[config.mk]
export PLATFORM = sky130hd
export DESIGN_NAME = refresh_sched
export DESIGN_NICKNAME = d
export VERILOG_FILES = /design/src/rtl/refresh_sched.sv
export SDC_FILE = /design/constraint.sdc
export NUM_CORES = 1
export LEC_CHECK = 0
export BUFFER_PORTS_ARGS = -buffer_cell sky130_fd_sc_hd__buf_2
export CORE_UTILIZATION = 45
export CTS_CLUSTER_DIAMETER = 50
export DETAILED_ROUTE_END_ITERATION = 8
export PLACE_DENSITY = 0.66
export SLEW_MARGIN = 25
export SYNTH_ARGS = -nofsm -noshare
export SYNTH_HDL_FRONTEND = slang
export SYNTH_SLANG_ARGS = --single-unit
[constraint.sdc]
create_clock -name clk -period 9.7 [get_ports clk]
set_clock_uncertainty 0.1 [all_clocks]
set_input_delay 2.425 -clock clk [delete_from_list [all_inputs] [get_ports clk]]
set_output_delay 2.425 -clock clk [all_outputs]
set_load 0.05 [all_outputs]
[src/rtl/refresh_sched.sv]
`timescale 1ns/1ps
module refresh_sched #(
  parameter int TIMER_W  = 16,
  parameter int ROW_W    = 13,
  parameter int OWED_MAX = 8,
  parameter int BUSY_CYC = 8
) (
  input  logic               clk,
  input  logic               rst_n,
  input  logic [TIMER_W-1:0] interval_cfg,
  input  logic               rows_8k,
  input  logic               dual_row,
  input  logic               grant,
  output logic               ref_req,
  output logic               ref_cmd,
  output logic [ROW_W-1:0]   ref_row,
  output logic               busy
);
  localparam int OWED_W = $clog2(OWED_MAX + 1);
  localparam int BUSY_W = $clog2(BUSY_CYC + 1);

  logic [TIMER_W-1:0] timer;
  logic [TIMER_W-1:0] term;
  logic [OWED_W-1:0]  owed;
  logic [BUSY_W-1:0]  bcnt;
  logic [ROW_W-1:0]   row;
  logic [ROW_W-1:0]   row_mask;
  logic [ROW_W-1:0]   row_step;
  logic               tick;

  assign term     = (rows_8k && !dual_row) ? (interval_cfg >> 1) : interval_cfg;
  assign tick     = ({1'b0, timer} + 1'b1) >= {1'b0, term};
  assign row_mask = rows_8k ? {ROW_W{1'b1}} : {1'b0, {(ROW_W-1){1'b1}}};
  assign row_step = (rows_8k && dual_row) ? ROW_W'(2) : ROW_W'(1);

  assign busy    = bcnt != '0;
  assign ref_req = (owed != '0) && !busy;
  assign ref_cmd = ref_req && grant;
  assign ref_row = row;

  always_ff @(posedge clk) begin
    if (!rst_n) timer <= '0;
    else if (tick) timer <= '0;
    else timer <= timer + 1'b1;
  end

  always_ff @(posedge clk) begin
    if (!rst_n) owed <= '0;
    else if (tick && !ref_cmd) begin
      if (owed != OWED_W'(OWED_MAX)) owed <= owed + 1'b1;
    end else if (!tick && ref_cmd) owed <= owed - 1'b1;
  end

  always_ff @(posedge clk) begin
    if (!rst_n) bcnt <= '0;
    else if (ref_cmd) bcnt <= BUSY_W'(BUSY_CYC);
    else if (bcnt != '0) bcnt <= bcnt - 1'b1;
  end

  always_ff @(posedge clk) begin
    if (!rst_n) row <= '0;
    else if (ref_cmd) row <= (row + row_step) & row_mask;
  end

  AST_OWED_BOUND: assert property (@(posedge clk) disable iff (!rst_n)
    owed <= OWED_W'(OWED_MAX));
  AST_NO_REQ_BUSY: assert property (@(posedge clk) disable iff (!rst_n)
    busy |-> !ref_req);
  AST_BUSY_AFTER_CMD: assert property (@(posedge clk) disable iff (!rst_n)
    ref_cmd |=> busy);
  AST_REQ_HOLD: assert property (@(posedge clk) disable iff (!rst_n)
    (ref_req && !grant) |=> ref_req);
  AST_ROW_STABLE: assert property (@(posedge clk) disable iff (!rst_n)
    !ref_cmd |=> $stable(ref_row));
  AST_ROW_EVEN: assert property (@(posedge clk) disable iff (!rst_n)
    (rows_8k && dual_row && !ref_row[0] && ref_cmd) |=> !ref_row[0]);
endmodule

# [Word-level counts from Yosys, hierarchy flattened]
# Index checks and enable logic that the tools add are counted.
[totals] inputBits=21 ff_bits=37
[op_classes] n_lt_le_gt_ge=1 reduce_logical=17 addsub=6 eq_ne=2 bitwise_logic=2 n_mux=8
[ops] operator="2-to-1 mux 4 bit" n=5
[ops] operator="adder 16 x 1 -> 17 bit, second input constant" n=1
[ops] operator=">= comparator 17 x 16 -> 1 bit" n=1
[ops] operator="adder 16 x 1 -> 16 bit, second input constant" n=1
[ops] operator="2-to-1 mux 16 bit" n=1
[ops] operator="adder 13 x 2 -> 13 bit" n=1
[ops] operator="bitwise AND 13 bit" n=1
[ops] operator="2-to-1 mux 13 bit" n=1
[ops] operator="nonzero test 4 bit" n=2
[ops] operator="subtractor 4 x 1 -> 4 bit, second input constant" n=2
[ops] operator="logical AND 1 bit" n=6
[ops] operator="adder 4 x 1 -> 4 bit, second input constant" n=1
[ops] operator="zero test 1 bit" n=4
[ops] operator="inequality test 4 bit, second input constant" n=1
[ops] operator="nonzero test 2 bit" n=2
[ops] operator="OR reduction 2 bit" n=2
[ops] operator="2-to-1 mux 2 bit" n=1
[ops] operator="inequality test 2 x 1 -> 1 bit, second input constant" n=1
[ops] operator="AND reduction 2 bit" n=1
[ops] operator="NOT 1 bit" n=1

# [Longest topological paths before layout]
# Gate-level depths: netlist (run 1).
[logic_depth] ltp_word=8 depth_mapped=18

# [Worst setup path after synthesis (run 1)]
# Ideal clock, no wire load.
[synth_path] kind="input-to-reg" start="in dual_row" end="reg owed[3]" path_slack_ns=3.802 t_arrival_ns=5.727 required_ns=9.528 cell_stages=16 path_buffers=2 cell_sequence="nand2b_1 clkbuf_1 clkbuf_1 mux2i_1 ha_1 nand4_1 or4_1 o211a_1 o211ai_2 nand2_1 ha_1 a21o_1 a21oi_1 nor3b_1 mux2i_1 mux2i_1"
[synth_via] elab_chain_len=8 word_cells_on_any_way=11
[synth_rtl] element="from (decl)" line_no="12" rtl="input logic dual_row,"
[synth_rtl] element="zero test 1 bit (*)" line_no="31" rtl="assign term = (rows_8k && !dual_row) ? (interval_cfg >> 1) : interval_cfg;"
[synth_rtl] element="logical AND 1 bit (*)" line_no="31"
[synth_rtl] element="2-to-1 mux 16 bit (*)" line_no="31"
[synth_rtl] element=">= comparator 17 x 16 -> 1 bit (*)" line_no="32" rtl="assign tick = ({1'b0, timer} + 1'b1) >= {1'b0, term};"
[synth_rtl] element="zero test 1 bit" line_no="51" rtl="end else if (!tick && ref_cmd) owed <= owed - 1'b1;"
[synth_rtl] element="logical AND 1 bit" line_no="51"
[synth_rtl] element="nonzero test 2 bit (no line)"
[synth_rtl] element="AND reduction 2 bit (no line)"
[synth_rtl] element="to (signal assigned)" line_no="50" rtl="if (owed != OWED_W'(OWED_MAX)) owed <= owed + 1'b1;"
[synth_rtl] element="to (signal assigned)" line_no="51"
[synth_rtl] element="to (decl)" line_no="24" rtl="logic [OWED_W-1:0] owed;"
# Mark *: on every way between the ends. The rest lies on a longest branch, timed or not.
# A chain may end at the register's enable or synchronous reset.

# [Worst setup path in the final report (run 1)]
[layout_path] start="in grant" end="out ref_cmd"
[layout_via] elab_chain_len=1
[layout_rtl] element="from (decl)" line_no="13" rtl="input logic grant,"
[layout_rtl] element="logical AND 1 bit" line_no="38" rtl="assign ref_cmd = ref_req && grant;"
[layout_rtl] element="to (decl)" line_no="15" rtl="output logic ref_cmd,"
# No other way between the ends.

==> results.cfg, run 1 <==
[timing]
finalSetupViolCount = 0
max-slew-margin-rel_pct = 38.11
finalCritPeriodShare_pct = 63.37
setup-tns-final_ns = 0
tightest_slew_ns = 0.9284
slew_violations = 0
period_minus_slack_ns = 6.147
max_clock_freq_ghz = 0.1627
rsz0062_at_grt = false
layout_setup_ws_ns = 3.553
hold_violations = 0
worst_hold_slack_ns = 0.3863

[synth]
syn-instance-count = 263
yosys.area_share.simple_pct = 25.09
ys.flop_type = dfxtp_1
ys_ff_latch = 37
synth_compound_area_share_pct = 7.443
yosys-mux-area-fraction_pct = 8.559
mappedNetlistArea_sq_mm = 0.002354
synth_seq_area_share_pct = 31.47
synth_area_leader_cell = dfxtp_1
synthTopCellsByCount = dfxtp_1 (37), ha_1 (23), nor2_1 (21)
netlist_top_cells_area = dfxtp_1 (31%), ha_1 (12%), mux2i_1 (8.1%)
synth_nets = 309
synthXorXnorAreaFrac_pct = 10.05
synth_adder_area_share_pct = 13.93
synth_top_family_by_area = simple AND/OR/NAND/NOR gates
async_flop_share_pct = 0
yosysTopAreaCellShare_pct = 31.47
synth_edf_count = 0
yosys_warnings = 0
yosysMostFrequentCell = dfxtp_1
synthDistinctLibCells = 41
syn_area_per_cell_sq_um = 8.949

[power_and_ir_drop]
p_leak_nw = 1.302
power_density_mw_per_mm2 = 142.0
power_uw = 381.8
ir_drop_mv = 0.1295

[finish]
antenna_cells = 0
fillerInstances = 467
final_layout_size_suffix_gt1_share_pct = 17.39
area_growth_pct = 14.25
final_area_sq_mm = 0.002689
finalNonFillerCells = 366
layout.nets = 345
fin_util_pct = 55.10

[routing]
wl_mm = 4.569
ant_nets = 0
dr.pass1.iters = 4
via_count = 1867
route.detailed.drc = 0
wl_per_cell_microns = 12.48
viasPerCell = 5.101
drt_iter0_markers = 81

[cts]
clk_path_buf_depth = 2
cts_hold_buffers = 0
tritoncts = done
clkSlewWorstSetupHoldPaths_ns = 0.07
post-cts-setup-buffers = 0
clk_latency_ns = 0.29
cts-root-buf = clkbuf_8
numCtsBuffers = 5
cts_htree_levels = 2
clock_sinks = 37
cts_resized = 0

[min_path]
hold_path_end = ref_row[0]
min_from = ref_row[0]
whs_path_depth = 2
min_path_type = register to register

[die]
die_h_microns = 74.32
core_sq_mm = 0.004880
initial_core_util_pct = 48.23
rows = 25
die_area_sq_mm = 0.005523
die_w_microns = 74.32
io_pins = 37

[worst_setup_path]
max_stage_delay_ns = 0.44
crit_chain = buf_2, nand3_1, inv_1, buf_2
crit_family = buffers and inverters
critical_path_class = input pin to output port
slowest_stage = inv_1
required_ns = 7.18
r2r_slack_ns = 5.47
start_kind = input pin
worstPathMaxFanout = 12
r2r-end = owed[3]
r2r_start = timer[0]
cp.arrival_ns = 3.62
crit_top_cell = buf_2
rr_worst_depth = 17
crit_buf_inv = 3
end_kind = output port

[place]
postPlaceCellArea_sq_mm = 0.002585
pre_cts_ws_ns = 3.450
dp_hpwl_mm = 3.541
dp.cells = 359
gp_congestion = 0.7494
io_buffers = 36

[flow_run]
max_cap_violations = 0

[global_route]
grt_util_all_layers_pct = 18.11
first_global_vias = 1738
grt-ovfl-total = 0
antenna_found_initial = 0
grt_pass1_wl_mm = 7.590
grt_max_degree = 17

[status]
outcome = finished clean
## layout make-up
class / count / area, sq um / area share (%)
Sequential cell: 37 / 740.7 / 27.55
Timing Repair Buffer: 36 / 180.2 / 6.701
Inverter: 13 / 48.80 / 1.815
Multi-Input combinational cell: 206 / 1531 / 56.96
Tap cell: 67 / 83.83 / 3.118
Clock buffer: 5 / 68.82 / 2.559
Clock inverter: 2 / 35.03 / 1.303
## worst max path at each step
stage,from,to,slack (ns),cells after the start
6_report,grant,ref_cmd,3.55,4
5_1_grt,dual_row,owed[3],3.40,15
4_1_cts,grant,ref_cmd,3.55,4
3_5_place_dp,dual_row,owed[3],3.45,15
3_3_place_gp,grant,ref_cmd,3.56,4
2_1_floorplan,dual_row,owed[3],3.80,16
## registers in the layout, indices dropped and copies added (netlist names)
name,cells
timer,16
ref_row,13
bcnt,4
owed,4
## layout by cell type, fill, tap and decap left out, types with 2 or more instances in the layout
master / instances
dfxtp_1: 37
buf_2: 36
ha_1: 23
nor2_1: 21
nand2_1: 20
mux2i_1: 19
xnor2_1: 14
nor2b_1: 14
nand3_1: 13
inv_1: 13
xor2_1: 13
a21oi_1: 13
nand4_1: 6
nor3_1: 6
o21ai_0: 5
clkbuf_8: 5
nand2b_1: 4
and3_1: 4
a211oi_1: 3
or4_1: 2
a21o_1: 2
and2_1: 2
nor3b_1: 2
nand4b_1: 2
or3_1: 2
fa_1: 2
## per-layer routing
metal | track usage (%) | share of wire, % | up-vias
met1 | 24.04 | 51 | 845
met4 | 6.918 | 1.1 | 0
met2 | 28.69 | 44 | 38
li1 | - | - | 979
met5 | 0 | 0 | -
met3 | 4.201 | 3.9 | 5
## tightest hold or removal path: stages (launching register included)
cell     delay, ns
dfxtp_1       0.33
nand2_1       0.06
a21oi_1       0.05
## power breakdown
| group | switching [mW] | internal [mW] |
|---|---|---|
| combinational | 0.0517 | 0.0348 |
| sequential | 0.00684 | 0.161 |
| clock | 0.0528 | 0.0747 |
| total | 0.111 | 0.270 |
## logic make-up after synthesis
family | count (synthesis)
buffers and inverters | 20
DFF | 37
xor gates and xnor gates | 27
AOI/OAI and AO/OA | 28
and+or+nand+nor | 106
adders and majority gates | 25
muxes | 20
(Power assumes the default switching activity.)
==> inputs of run 2 (changes only) <==
==> constraint.sdc (replaced) <==
create_clock -name clk -period 5.82 [get_ports clk]
set_clock_uncertainty 0.1 [all_clocks]
set_input_delay 1.455 -clock clk [delete_from_list [all_inputs] [get_ports clk]]
set_output_delay 1.455 -clock clk [all_outputs]
set_load 0.05 [all_outputs]
==> run 2 against run 1 <==
  * Power rose by 63%
  * Combinational power rose by 69%
  * Worst hold slack got worse by 0.0031 ns
  * Setup slack got worse by 2.2 ns
  * First-iteration DRC count fell by 21%
  * Global-route usage fell by 1.0 points
  * Via count rose by 0.43%
==> results.cfg, run 2 (synthesized netlist as in run 1, its figures left out) <==
[place]
io_buffers = 36
dp_hpwl_mm = 3.404
gp_congestion = 0.7857
dp.cells = 361

[timing]
hold_violations = 0
setup-tns-final_ns = 0
finalCritPeriodShare_pct = 76.17
tightest_slew_ns = 0.6377
period_minus_slack_ns = 4.433
max-slew-margin-rel_pct = 57.39
max_clock_freq_ghz = 0.2256
slew_violations = 0
rsz0062_at_grt = false
finalSetupViolCount = 0

[power_and_ir_drop]
ir_drop_mv = 0.1807
p_comb_share_pct = 23.4
power_uw = 623.8
clockPowerShare_pct = 31.8
p_int_uw = 433.9
power_density_mw_per_mm2 = 230.9
switchingPower_uw = 189.9
p_leak_nw = 1.311
seqPwrFrac_pct = 44.9
switching_share_pct = 30.45

[status]
outcome = finished clean

[routing]
via_count = 1875
dr_wl_met2_mm = 1.882
route.detailed.drc = 0
top_layer_used = met4
dr.pass1.iters = 4
wl_mm = 4.413
ant_nets = 0
drt-met1-wl_mm = 2.254
drt_iter0_markers = 64
wl_met3_microns = 221
wl_per_cell_microns = 11.96
viasPerCell = 5.081

[flow_run]
max_cap_violations = 0

[finish]
top_register = timer
finalNonFillerCells = 369
final_layout_size_suffix_gt1_share_pct = 18.21
mostFrequentLayoutCells = dfxtp_1 (37), buf_2 (36), ha_1 (23)
area_growth_pct = 14.78
largest_reg_flops = 16
layout_commonest_cell = dfxtp_1
layout.nets = 347
antenna_cells = 0

[min_path]
min_from = ref_row[0]
hold_path_end = ref_row[0]
whs_path_depth = 2
min_path_type = register to register

[global_route]
grt_util_all_layers_pct = 17.11
antenna_found_initial = 0
grt_pass1_wl_mm = 7.341
first_global_vias = 1709
grt-ovfl-total = 0
grt_max_degree = 17

[worst_setup_path]
critical_path_class = input pin to register
crit_buf_inv = 2
slowest_stage = or4_1
end_kind = register
cp.arrival_ns = 4.56
crit_chain = buf_2, nand2b_1, buf_4, mux2i_1, ha_1, nand4_1, or4_1, o211a_1, o211ai_2, nand2_1, ha_1, a21o_1, a21oi_1, nor3b_1, mux2i_1, mux2i_1
crit_family = simple AND/OR/NAND/NOR gates
worstPathMaxFanout = 16
rr_worst_depth = 18
max_stage_delay_ns = 0.53
required_ns = 5.94
r2r_start = timer[0]
start_kind = input pin
crit_top_cell = mux2i_1
r2r_slack_ns = 1.65
r2r-end = owed[3]

[cts]
cts_resized = 0
clk_path_buf_depth = 2
cts_htree_levels = 2
cts_hold_buffers = 0
clkSlewWorstSetupHoldPaths_ns = 0.07
post-cts-setup-buffers = 0
tritoncts = done
numCtsBuffers = 5
cts-root-buf = clkbuf_8
clk_latency_ns = 0.29
clock_sinks = 37

[die]
die_h_microns = 74.32
io_pins = 37
rows = 25
core_sq_mm = 0.004880
initial_core_util_pct = 48.23
die_w_microns = 74.32
die_area_sq_mm = 0.005523
## run 2: cell types whose count changed in the layout (fill, tap and decap cells not counted), sizes merged
cell,delta
buf,+2
clkbuf,+2
bufinv,-1
## run 2: worst max path at each step
| stage | depth (start not counted) | start | to |
|---|---|---|---|
| floorplan | 16 | dual_row | owed[3] |
| global placement | 16 | dual_row | owed[3] |
| detailed placement | 16 | dual_row | owed[3] |
| CTS | 16 | dual_row | owed[3] |
| global route | 16 | rows_8k | owed[3] |
| finish | 16 | dual_row | owed[3] |
## run 2: tightest hold or removal path, delay by kind of cell, from the launching register on
kind	cells	cell delay (ns)
AO/OA/AOI/OAI	1	0.05
flip-flops	1	0.33
AND/OR/NAND/NOR	1	0.06
## run 2: cell type report
type,instances,area (sq um)
Fill cell,473,2178
Tap cell,67,83.83
Timing Repair Buffer,38,195.2
Clock inverter,1,5.005
Multi-Input combinational cell,206,1531
Sequential cell,37,740.7
Clock buffer,7,96.34
Inverter,13,48.80
## run 2: power by group through the flow
stage,combinational [mW],sequential [mW],clock [mW]
6_report,0.146,0.280,0.198
5_1_grt,0.163,0.282,0.212
4_1_cts,0.147,0.280,0.205
3_5_place_dp,0.146,0.285,0
3_3_place_gp,0.143,0.286,0
2_1_floorplan,0.114,0.284,0
## run 2: stage by stage
| step | utilization, % | worst slack (ns) | instance area [sq um] | hold WS, ns |
|---|---|---|---|---|
| after detailed placement | 53.28 | 1.076 | 2600 | 0.3710 |
| after CTS | 55.36 | 1.388 | 2701 | 0.3828 |
| final | 55.36 | 1.387 | 2701 | 0.3832 |
| after floorplan | - | 0.8918 | 2354 | 0.3442 |
| after global routing | 55.36 | 1.192 | 2701 | 0.4156 |
| after global placement | 53.28 | 1.113 | 2600 | 0.3669 |
## run 2: routing by layer
| metal | up-vias | GRT usage, % |
|---|---|---|
| li1 | 983 | - |
| met1 | 839 | 22.75 |
| met2 | 46 | 27.98 |
| met3 | 7 | 3.252 |
| met4 | 0 | 5.660 |
| met5 | - | 0 |
